--- src/rtl/dma2d_pkg.sv ---
package dma2d_pkg;
    localparam int ADDR_W   = 32;
    localparam int CNT_W    = 16;
    localparam int LINE_W   = 12;
    localparam int LEN_W    = 9;
    localparam int WR_BURST = 64;
    localparam int ACC_W    = LEN_W + 1;

    typedef struct packed {
        logic [CNT_W-1:0]  bytes;
        logic [LINE_W-1:0] lines;
        logic [ADDR_W-1:0] stride;
        logic              is_read;
    } shape_t;

    typedef struct packed {
        logic [ADDR_W-1:0] start;
        shape_t            shape;
    } desc_t;

    function automatic logic [LEN_W-1:0] rd_burst_len(input logic [1:0] code);
        case (code)
            2'd0:    return LEN_W'(64);
            2'd1:    return LEN_W'(128);
            default: return LEN_W'(256);
        endcase
    endfunction
endpackage

--- src/rtl/dma2d_slots.sv ---
module dma2d_slots
    import dma2d_pkg::*;
(
    input  logic              clk,
    input  logic              rst_n,
    input  logic              wr,
    input  desc_t             wr_desc,
    input  logic              finish,
    output logic              act_valid,
    output shape_t            act_shape,
    output logic              que_valid,
    output logic              load,
    output logic [ADDR_W-1:0] ld_start
);
    typedef struct packed {
        logic  act_v;
        desc_t act;
        logic  que_v;
        desc_t que;
    } st_t;

    st_t  st_d, st_q;
    logic accept;

    always_comb begin
        st_d     = st_q;
        accept   = wr && !st_q.que_v;
        load     = 1'b0;
        ld_start = wr_desc.start;
        if (finish) begin
            if (st_q.que_v) begin
                st_d.act   = st_q.que;
                st_d.que_v = 1'b0;
                load       = 1'b1;
                ld_start   = st_q.que.start;
            end else if (accept) begin
                st_d.act = wr_desc;
                load     = 1'b1;
            end else begin
                st_d.act_v = 1'b0;
            end
        end else if (accept) begin
            if (!st_q.act_v) begin
                st_d.act   = wr_desc;
                st_d.act_v = 1'b1;
                load       = 1'b1;
            end else begin
                st_d.que   = wr_desc;
                st_d.que_v = 1'b1;
            end
        end
    end

    always_ff @(posedge clk or negedge rst_n) begin
        if (!rst_n) st_q <= '0;
        else        st_q <= st_d;
    end

    assign act_valid = st_q.act_v;
    assign act_shape = st_q.act.shape;
    assign que_valid = st_q.que_v;

    p_pend_blocks_r3: assert property (@(posedge clk) disable iff (!rst_n)
        st_q.que_v && wr && !finish |=> st_q.que_v && $stable(st_q.que));

    p_finish_active_r9: assert property (@(posedge clk) disable iff (!rst_n)
        finish |-> st_q.act_v);
endmodule

--- src/rtl/dma2d_walk.sv ---
module dma2d_walk
    import dma2d_pkg::*;
(
    input  logic              clk,
    input  logic              rst_n,
    input  logic              en,
    input  logic              load,
    input  logic [ADDR_W-1:0] ld_start,
    input  shape_t            shp,
    input  logic [LEN_W-1:0]  rd_len,
    input  logic              gate_ok,
    input  logic              ack,
    output logic              req,
    output logic              write,
    output logic [ADDR_W-1:0] addr,
    output logic [LEN_W-1:0]  len,
    output logic              finish
);
    typedef struct packed {
        logic              run;
        logic [LINE_W-1:0] line;
        logic [CNT_W-1:0]  off;
        logic [ADDR_W-1:0] base;
    } st_t;

    st_t              st_d, st_q;
    logic [LEN_W-1:0] burst;
    logic [CNT_W-1:0] rem, end_off;
    logic             zero, line_end, last, fire;

    always_comb begin
        burst    = shp.is_read ? rd_len : LEN_W'(WR_BURST);
        rem      = shp.bytes - st_q.off;
        len      = (rem < CNT_W'(burst)) ? rem[LEN_W-1:0] : burst;
        end_off  = st_q.off + CNT_W'(len);
        line_end = (end_off == shp.bytes);
        last     = line_end && (st_q.line == shp.lines - 1'b1);
        zero     = (shp.bytes == '0) || (shp.lines == '0);
        req      = st_q.run && en && !zero && (!shp.is_read || gate_ok);
        fire     = req && ack;
        finish   = st_q.run && en && (zero || (fire && last));
        addr     = st_q.base + ADDR_W'(st_q.off);
        write    = !shp.is_read;

        st_d = st_q;
        if (fire) begin
            if (line_end) begin
                st_d.off  = '0;
                st_d.line = st_q.line + 1'b1;
                st_d.base = st_q.base + shp.stride;
            end else begin
                st_d.off = end_off;
            end
        end
        if (finish) st_d.run = 1'b0;
        if (load) begin
            st_d.run  = 1'b1;
            st_d.off  = '0;
            st_d.line = '0;
            st_d.base = ld_start;
        end
    end

    always_ff @(posedge clk or negedge rst_n) begin
        if (!rst_n) st_q <= '0;
        else        st_q <= st_d;
    end

    p_req_hold_r4: assert property (@(posedge clk) disable iff (!rst_n)
        req && !ack |=> (req || !en) && $stable(addr) && $stable(len));

    p_len_nonzero_r5: assert property (@(posedge clk) disable iff (!rst_n)
        req |-> len != '0);

    p_wr_burst_max_r6: assert property (@(posedge clk) disable iff (!rst_n)
        req && write |-> len <= LEN_W'(WR_BURST));
endmodule

--- src/rtl/dma2d_rd_gate.sv ---
module dma2d_rd_gate
    import dma2d_pkg::*;
(
    input  logic             clk,
    input  logic             rst_n,
    input  logic [1:0]       rd_size,
    input  logic [LEN_W-1:0] drain,
    input  logic             rd_fire,
    output logic [LEN_W-1:0] burst_len,
    output logic             ok
);
    typedef struct packed {
        logic             armed;
        logic [ACC_W-1:0] drained;
    } st_t;

    st_t            st_d, st_q;
    logic [ACC_W:0] sum;

    always_comb begin
        burst_len = rd_burst_len(rd_size);
        ok        = !st_q.armed || (st_q.drained >= ACC_W'(burst_len));
        sum       = {1'b0, st_q.drained} + (ACC_W + 1)'(drain);
        st_d      = st_q;
        if (rd_fire) begin
            st_d.armed   = 1'b1;
            st_d.drained = ACC_W'(drain);
        end else begin
            st_d.drained = sum[ACC_W] ? '1 : sum[ACC_W-1:0];
        end
    end

    always_ff @(posedge clk or negedge rst_n) begin
        if (!rst_n) st_q <= '0;
        else        st_q <= st_d;
    end

    p_gate_shut_r8: assert property (@(posedge clk) disable iff (!rst_n)
        rd_fire && drain == '0 |=> !ok);
endmodule

--- src/rtl/dma2d_chan.sv ---
module dma2d_chan
    import dma2d_pkg::*;
(
    input  logic              clk,
    input  logic              rst_n,
    input  logic              chan_en,
    input  logic [1:0]        rd_size,
    input  logic              cfg_wr,
    input  logic [ADDR_W-1:0] cfg_start,
    input  logic [CNT_W-1:0]  cfg_bytes,
    input  logic [LINE_W-1:0] cfg_lines,
    input  logic [ADDR_W-1:0] cfg_stride,
    input  logic              cfg_is_read,
    output logic              pend,
    output logic              busy,
    output logic              done,
    output logic              bus_req,
    output logic              bus_write,
    output logic [ADDR_W-1:0] bus_addr,
    output logic [LEN_W-1:0]  bus_len,
    input  logic              bus_ack,
    input  logic [LEN_W-1:0]  buf_drain
);
    desc_t             wr_desc;
    shape_t            act_shape;
    logic              load, finish, gate_ok, rd_fire;
    logic [ADDR_W-1:0] ld_start;
    logic [LEN_W-1:0]  rd_len;

    always_comb begin
        wr_desc.start         = cfg_start;
        wr_desc.shape.bytes   = cfg_bytes;
        wr_desc.shape.lines   = cfg_lines;
        wr_desc.shape.stride  = cfg_stride;
        wr_desc.shape.is_read = cfg_is_read;
    end

    dma2d_slots u_slots (
        .clk(clk), .rst_n(rst_n), .wr(cfg_wr), .wr_desc(wr_desc), .finish(finish),
        .act_valid(busy), .act_shape(act_shape), .que_valid(pend),
        .load(load), .ld_start(ld_start)
    );

    dma2d_rd_gate u_gate (
        .clk(clk), .rst_n(rst_n), .rd_size(rd_size), .drain(buf_drain),
        .rd_fire(rd_fire), .burst_len(rd_len), .ok(gate_ok)
    );

    dma2d_walk u_walk (
        .clk(clk), .rst_n(rst_n), .en(chan_en), .load(load), .ld_start(ld_start),
        .shp(act_shape), .rd_len(rd_len), .gate_ok(gate_ok), .ack(bus_ack),
        .req(bus_req), .write(bus_write), .addr(bus_addr), .len(bus_len),
        .finish(finish)
    );

    assign rd_fire = bus_req && bus_ack && !bus_write;
    assign done    = finish;

    p_idle_quiet_r11: assert property (@(posedge clk) disable iff (!rst_n)
        !busy |-> !bus_req && !done);

    p_pend_needs_busy_r3: assert property (@(posedge clk) disable iff (!rst_n)
        pend |-> busy);
endmodule

--- config.mk ---
export PLATFORM = sky130hd
export DESIGN_NAME = dma2d_chan
export DESIGN_NICKNAME = d
export VERILOG_FILES = /design/src/rtl/dma2d_pkg.sv /design/src/rtl/dma2d_slots.sv /design/src/rtl/dma2d_walk.sv /design/src/rtl/dma2d_rd_gate.sv /design/src/rtl/dma2d_chan.sv
export SDC_FILE = /design/constraint.sdc
export NUM_CORES = 1
export LEC_CHECK = 0
export BUFFER_PORTS_ARGS = -buffer_cell sky130_fd_sc_hd__buf_4
export CAP_MARGIN = 30
export CORE_MARGIN = 3
export CORE_UTILIZATION = 60
export CTS_BUF_LIST = sky130_fd_sc_hd__clkbuf_8
export DETAILED_ROUTE_END_ITERATION = 8
export GPL_TIMING_DRIVEN = 0
export PLACE_DENSITY = 0.78
export SLEW_MARGIN = 15
export SYNTH_ARGS = -nofsm -noshare
export SYNTH_HDL_FRONTEND = slang
export SYNTH_SLANG_ARGS = --single-unit
--- constraint.sdc ---
create_clock -name clk -period 16.3 [get_ports clk]
set_input_delay 2.445 -clock clk [delete_from_list [all_inputs] [get_ports clk]]
set_output_delay 2.445 -clock clk [all_outputs]
set_load 0.1 [all_outputs]
==> results.tsv, run 1 <==
metric	value	unit
status	completed	
netlist_instances	1543	
crit_type	flip-flop to output port	
fin_ws	5.188	ns
drcViolationCount	0	
async_flop_share	1.000	
clkTransAtPathRegs	0.06	ns
synth-compound-area-share	0.1890	
cp-end-kind	output port	
slowest_stage	a2111oi_0	
ant_nets	0	
antenna_found_initial	1	
clk_root_buffer_cell	clkbuf_8	
start_util	0.6168	
die_w	165.0	um
timing.rr.end	u_slots.st_q[42]	
yosysTopAreaCellShare	0.3760	
track_usage	0.3203	
yosys-top-cells-area	dfrtp_1, ha_1, mux2_2	
synthToLayoutAreaGrowth	15.99	%
leakage	8.389	nW
dp_hpwl	32950	um
cp_top_family	compound AO/OA/AOI/OAI gates	
critPathRequiredTime	13.86	ns
switchingPower	1.885	mW
grt_pass1_wl	68590	um
dp.cells	2023	
tritoncts	built	
tns	0	ns
grt_overflow	0	
dominantRegCellSynth	dfrtp_1	
crit_cells	29	
final_area	0.01760	mm^2
viasPerCell	6.332	
worst_setup_path_start_kind	flip-flop	
crit_fanout	10	
die_area	0.02724	mm^2
hold_path.class	flip-flop to flip-flop	
final-instance-count-excl-fill	2089	
final_max_slew_viol_count	0	
fmax	0.09000	GHz
post-route-util	0.7154	
antenna_cells	0	
htree_num_levels	2	
ys_types	78	
ys_ff_latch	228	
finalCriticalPeriod	11.11	ns
cp.arrival	8.67	ns
worst_pin_slew	0.9650	ns
synthMuxAreaShare	0.1114	
power_frac_comb	0.586	
first_pass_iters	9	
numCtsBuffers	40	
coreArea	0.02460	mm^2
syn-num-nets	1744	
routed_wl	43730	um
seq_power_share	0.275	
hold_buffers	0	
num_vias	13230	
post_cts_buffers	0	
final_cell_mix	dfrtp_1, buf_4, inv_1, nor2_1, mux2_2	
seq_area_frac_synth	0.3760	
wl_per_cell	20.93	um
cts_sinks	228	
synth_area_leader_cell	dfrtp_1	
synth_edf_count	0	
rsz0062_at_grt	no	
synthAdderAreaFrac	0.07832	
io-pin-count	155	
clock_power_share	0.139	
endpoint	done	
first_iter_violations	1501	
port_buffers	154	
drive_above_1_share	0.2164	
cts_max_path_buffers	3	
slew_headroom	0.3550	
r2r-start	u_slots.act_shape[45]	
hold_viol_final	0	
setup_viol	0	
yosys.area_share.xor_xnor	0.06505	
layout_commonest_cell	dfrtp_1	
synth_top_family_by_area	compound AO/OA/AOI/OAI gates	
first_global_vias	12940	
switching_share	0.4875	
place_area	0.01680	mm^2
fin_skew	0.01840	ns
rrSetupSlack	7.36	ns
fp.dieH	165.0	um
gp_congestion	0.9774	
internal_power	1.981	mW
holdWs	0.4896	ns
r2r_cells	31	
cts_resized	0	
critical-path-max-stage-delay	0.58	ns
clk-insertion-delay-late	0.55	ns
cp.buffers_inverters	6	
syn_area	0.01518	mm^2
place_ws	5.339	ns
ir_drop	0.2188	mV
path_common_cell	ha_1	
cap_viol_max_count	0	
synth_warnings	0	
nets	1942	
yosys.area_share.simple	0.1243	
grt_max_degree	105	
avgSynthCellArea	9.835	um^2
power_density	219.6	mW/mm^2
rows	57	
totalPowerFinal	3.866	mW
startpoint	u_slots.act_shape[45]	
finalCritPeriodShare	0.6817	
sequential cells by signal, summed over array words and instances, names as in the netlist:
register,count
u_slots.act_valid,1
u_slots.st_q,93
u_slots.que_valid,1
u_slots.act_shape,61
u_walk.st_q,61
u_gate.st_q,11
cells in the mapped netlist, types with 16 or more instances:
cell type    n
buf_2       33
a21oi_1     84
nor2_1     101
nand2b_1    21
ha_1        87
mux2_2      95
xnor2_1     65
a211oi_1    26
a222oi_1    60
a21o_1      31
clkbuf_1    21
dfrtp_1    228
mux2i_1     62
xor2_1      40
inv_1      121
o21ai_0     57
nand2_1     61
nor3_1      26
nand4_1     22
nand3_1     43
o21a_1      16
worst min-delay path by stage:
stage | from | endpoint | slack [ns] | depth (start not counted)
after floorplan | u_gate.st_q[10] | u_gate.st_q[10] | 0.43 | 1
after global placement | u_gate.st_q[10] | u_gate.st_q[10] | 0.44 | 1
after detailed placement | u_gate.st_q[10] | u_gate.st_q[10] | 0.48 | 1
after CTS | u_slots.st_q[48] | u_slots.st_q[48] | 0.50 | 2
after global routing | u_slots.st_q[69] | u_slots.st_q[69] | 0.52 | 1
final | u_gate.st_q[10] | u_gate.st_q[10] | 0.49 | 1
layer usage:
layer / up-vias / share of wire / global-route usage / routed length [um]
li1: 6128 / - / - / -
met1: 6457 / 0.43 / 0.4348 / 18650
met2: 536 / 0.47 / 0.5291 / 20610
met3: 104 / 0.070 / 0.04791 / 3078
met4: 2 / 0.031 / 0.1018 / 1370
met5: - / 0.00027 / 0 / 12
layout make-up:
class | instances | area [um^2]
fillers | 1951 | 7003
repair buffers | 156 | 1219
flip-flops and latches | 228 | 5705
clock inverters | 12 | 58.81
clock buffers | 54 | 743.2
plain buffers | 72 | 395.4
multi-input cells | 1122 | 8621
inverters | 121 | 454.2
well taps | 324 | 405.4
power by group through the flow:
stage / registers [mW] / clock network, mW / logic [mW]
CTS: 1.06 / 0.543 / 2.25
floorplan: 0.982 / 0 / 1.78
finish: 1.07 / 0.536 / 2.26
global route: 1.09 / 0.569 / 2.47
detailed placement: 1.07 / 0 / 2.24
global placement: 1.05 / 0 / 2.19
kinds of logic (layout without fill, tap and decap cells):
| family | count (synthesis) | in the layout |
|---|---|---|
| buffers and inverters | 193 | 415 |
| muxes | 157 | 157 |
| xor gates and xnor gates | 108 | 108 |
| AOI/OAI and AO/OA | 394 | 394 |
| and+or+nand+nor | 371 | 371 |
| adders and majority gates | 92 | 92 |
| DFF | 228 | 228 |
Note: power is estimated with default switching activity, not from simulation.
==> inputs of run 2 (changes only) <==
--- a/config.mk
+++ b/config.mk
@@ -5,14 +5,15 @@
 export SDC_FILE = /design/constraint.sdc
 export NUM_CORES = 1
 export LEC_CHECK = 0
+export ABC_AREA = 1
 export BUFFER_PORTS_ARGS = -buffer_cell sky130_fd_sc_hd__buf_4
 export CAP_MARGIN = 30
 export CORE_MARGIN = 3
-export CORE_UTILIZATION = 60
+export CORE_UTILIZATION = 57
 export CTS_BUF_LIST = sky130_fd_sc_hd__clkbuf_8
 export DETAILED_ROUTE_END_ITERATION = 8
 export GPL_TIMING_DRIVEN = 0
-export PLACE_DENSITY = 0.78
+export PLACE_DENSITY = 0.77
 export SLEW_MARGIN = 15
 export SYNTH_ARGS = -nofsm -noshare
 export SYNTH_HDL_FRONTEND = slang
==> constraint.sdc (replaced) <==
create_clock -name clk -period 9.7 [get_ports clk]
set_input_delay 1.455 -clock clk [delete_from_list [all_inputs] [get_ports clk]]
set_output_delay 1.455 -clock clk [all_outputs]
set_load 0.1 [all_outputs]
==> run 2 against run 1 <==
Clock skew grew 0.0032 ns. Routed wire length grew 20%. Global-route usage shrank 0.55 points. Non-clock buffer count grew 33. Hold slack lost 0.015 ns. Sequential share of layout area shrank 3.9 points.
==> results.tsv, run 2 <==
metric	value	unit	change
status	completed		
final_max_slew_viol_count	0		unchanged
worst_pin_slew	0.7660	ns	-0.1990 ns
rows	63		+11%
crit_fanout	10		unchanged
grt_max_degree	82		-22%
place_area	0.01899	mm^2	+13%
fmax	0.1186	GHz	
die_area	0.03246	mm^2	+19%
grt_overflow	0		unchanged
leakage	10.62	nW	+27%
cp-end-kind	output port		
final_area	0.02003	mm^2	+14%
avgSynthCellArea	6.888	um^2	-30%
die_w	180.2	um	+9.2%
netlist_instances	2510		+63%
first_pass_iters	5		-4
synthToLayoutAreaGrowth	15.86	%	
hold_buffers	0		unchanged
clkTransAtPathRegs	0.06	ns	about the same
largest_reg_flops	93		unchanged
async_flop_share	1.000		unchanged
ys_types	54		-31%
holdCritStartpoint	u_gate.st_q[10]		
r2r_cells	35		+13%
power_density	118.6	mW/mm^2	-46%
port_buffers	154		unchanged
fin_skew	0.02157	ns	+0.003176 ns
grt_pass1_wl	84680	um	+23%
viasPerCell	5.572		-12%
critical-path-max-stage-delay	0.45	ns	-0.13 ns
fp.dieH	180.2	um	+9.2%
io-pin-count	155		unchanged
ant_nets	0		unchanged
track_usage	0.3148		-0.005470
antenna_found_initial	0		-1
wl_per_cell	16.80	um	-20%
drcViolationCount	0		unchanged
start_util	0.5802		-0.03658
top_register	u_slots.st_q		
rrSetupSlack	2.85	ns	-4.51 ns
finalCriticalPeriod	8.431	ns	
num_vias	17450		+32%
syn-num-nets	2711		+55%
tns	0	ns	unchanged
first_iter_violations	1506		+0.33%
critPathRequiredTime	8.25	ns	-5.61 ns
dp_hpwl	40480	um	+23%
yosys-top-cells-area	dfrtp_1, nand2_1, o21ai_0		
synth_edf_count	0		unchanged
startpoint	u_walk.st_q[32]		
rsz0062_at_grt	no		
gp_congestion	1.019		+4.3%
htree_num_levels	2		unchanged
synth.most_common_cell	nand2_1		
routed_wl	52600	um	+20%
finalCritPeriodShare	0.8692		
setup_viol	0		unchanged
whs_path_depth	2		+1
path_common_cell	nand3_1		
tritoncts	built		
ir_drop	0.1251	mV	-43%
dominantRegCellSynth	dfrtp_1		
cts_max_path_buffers	3		unchanged
syn_area	0.01729	mm^2	+14%
slowest_stage	dfrtp_1		
cts_sinks	228		unchanged
final_cell_mix	nand2_1, inv_1, dfrtp_1, o21ai_0, buf_4		
synth_common_cells	nand2_1, inv_1, dfrtp_1		
hold_viol_final	0		unchanged
clk_root_buffer_cell	clkbuf_8		
drive_above_1_share	0.1244		-0.09207
worst_setup_path_start_kind	flip-flop		
post_cts_buffers	0		unchanged
r2r-start	u_walk.st_q[32]		
crit_type	flip-flop to output port		
synth_warnings	0		unchanged
first_global_vias	16680		+29%
ys_ff_latch	228		unchanged
hold_path.class	flip-flop to flip-flop		
synth_area_leader_cell	dfrtp_1		
clk-insertion-delay-late	0.56	ns	about the same
antenna_cells	0		unchanged
nets	2910		+50%
cp.arrival	6.98	ns	-1.69 ns
numCtsBuffers	41		+2.5%
cap_viol_max_count	0		unchanged
yosysTopAreaCellShare	0.3300		-0.04593
coreArea	0.02980	mm^2	+21%
layout_commonest_cell	nand2_1		
slew_headroom	0.4893		+0.1343
cts_resized	0		unchanged
seq_area_frac_synth	0.3300		-0.04593
==> run 2: where the power goes <==
group | total (mW) | internal, mW | switching, mW
clock network | 1.13 | 0.694 | 0.439
logic | 0.256 | 0.105 | 0.151
registers | 0.986 | 0.973 | 0.0137
total | 2.38 | 1.77 | 0.603
==> run 2: area by class of cell <==
class	instances	area, um^2
fillers	2649	9767
inverters	282	1074
repair buffers	156	1219
flip-flops and latches	228	5705
clock inverters	25	332.8
well taps	390	488.0
plain buffers	105	644.4
clock buffers	51	701.9
multi-input cells	1895	9864
==> run 2: logic make-up after synthesis <==
logic type,after synthesis,share of synthesized area
adders and majority gates,92,0.06876
DFF,228,0.3300
AOI/OAI and AO/OA,490,0.1576
and+or+nand+nor,1207,0.2889
xor gates and xnor gates,106,0.05529
buffers and inverters,387,0.09937
==> run 2: per-layer routing <==
layer	global-route usage	wire, um	vias to the layer above
met5	0	0	-
met3	0.04118	4050	101
met1	0.4549	23670	8144
met4	0.1010	1606	0
met2	0.4943	23280	667
li1	-	-	8541
==> run 2: worst max-delay path: cells and delay by family, from the launching register on <==
family	cells	cell delay [ns]
xor+xnor	1	0.23
fa+ha+maj	4	1.25
buf+inv	6	1.10
simple gates	18	2.18
flops	1	0.45
compound gates	5	1.19
==> run 2: worst paths after layout <==
check                                        end
setup reg to reg           u_slots.act_shape[53]
setup / recovery                            done
max in group asynchronous       u_slots.st_q[45]
hold / removal                   u_gate.st_q[10]
hold reg to reg                  u_gate.st_q[10]
min in group asynchronous       u_slots.st_q[80]
==> run 2: through the flow <==
step / setup slack [ns] / instances / power [mW] / util / hold WS [ns]
final: 1.269 / 3132 / 2.375 / 0.6722 / 0.4748
after global routing: 0.7390 / 3132 / 2.468 / 0.6722 / 0.5126
after CTS: 1.389 / 3132 / 2.389 / 0.6722 / 0.4767
after detailed placement: 1.976 / 3056 / 1.255 / 0.6375 / 0.4633
after global placement: 2.073 / 3054 / 1.239 / 0.6354 / 0.4464
after floorplan: 1.803 / 2510 / 1.154 / - / 0.4347
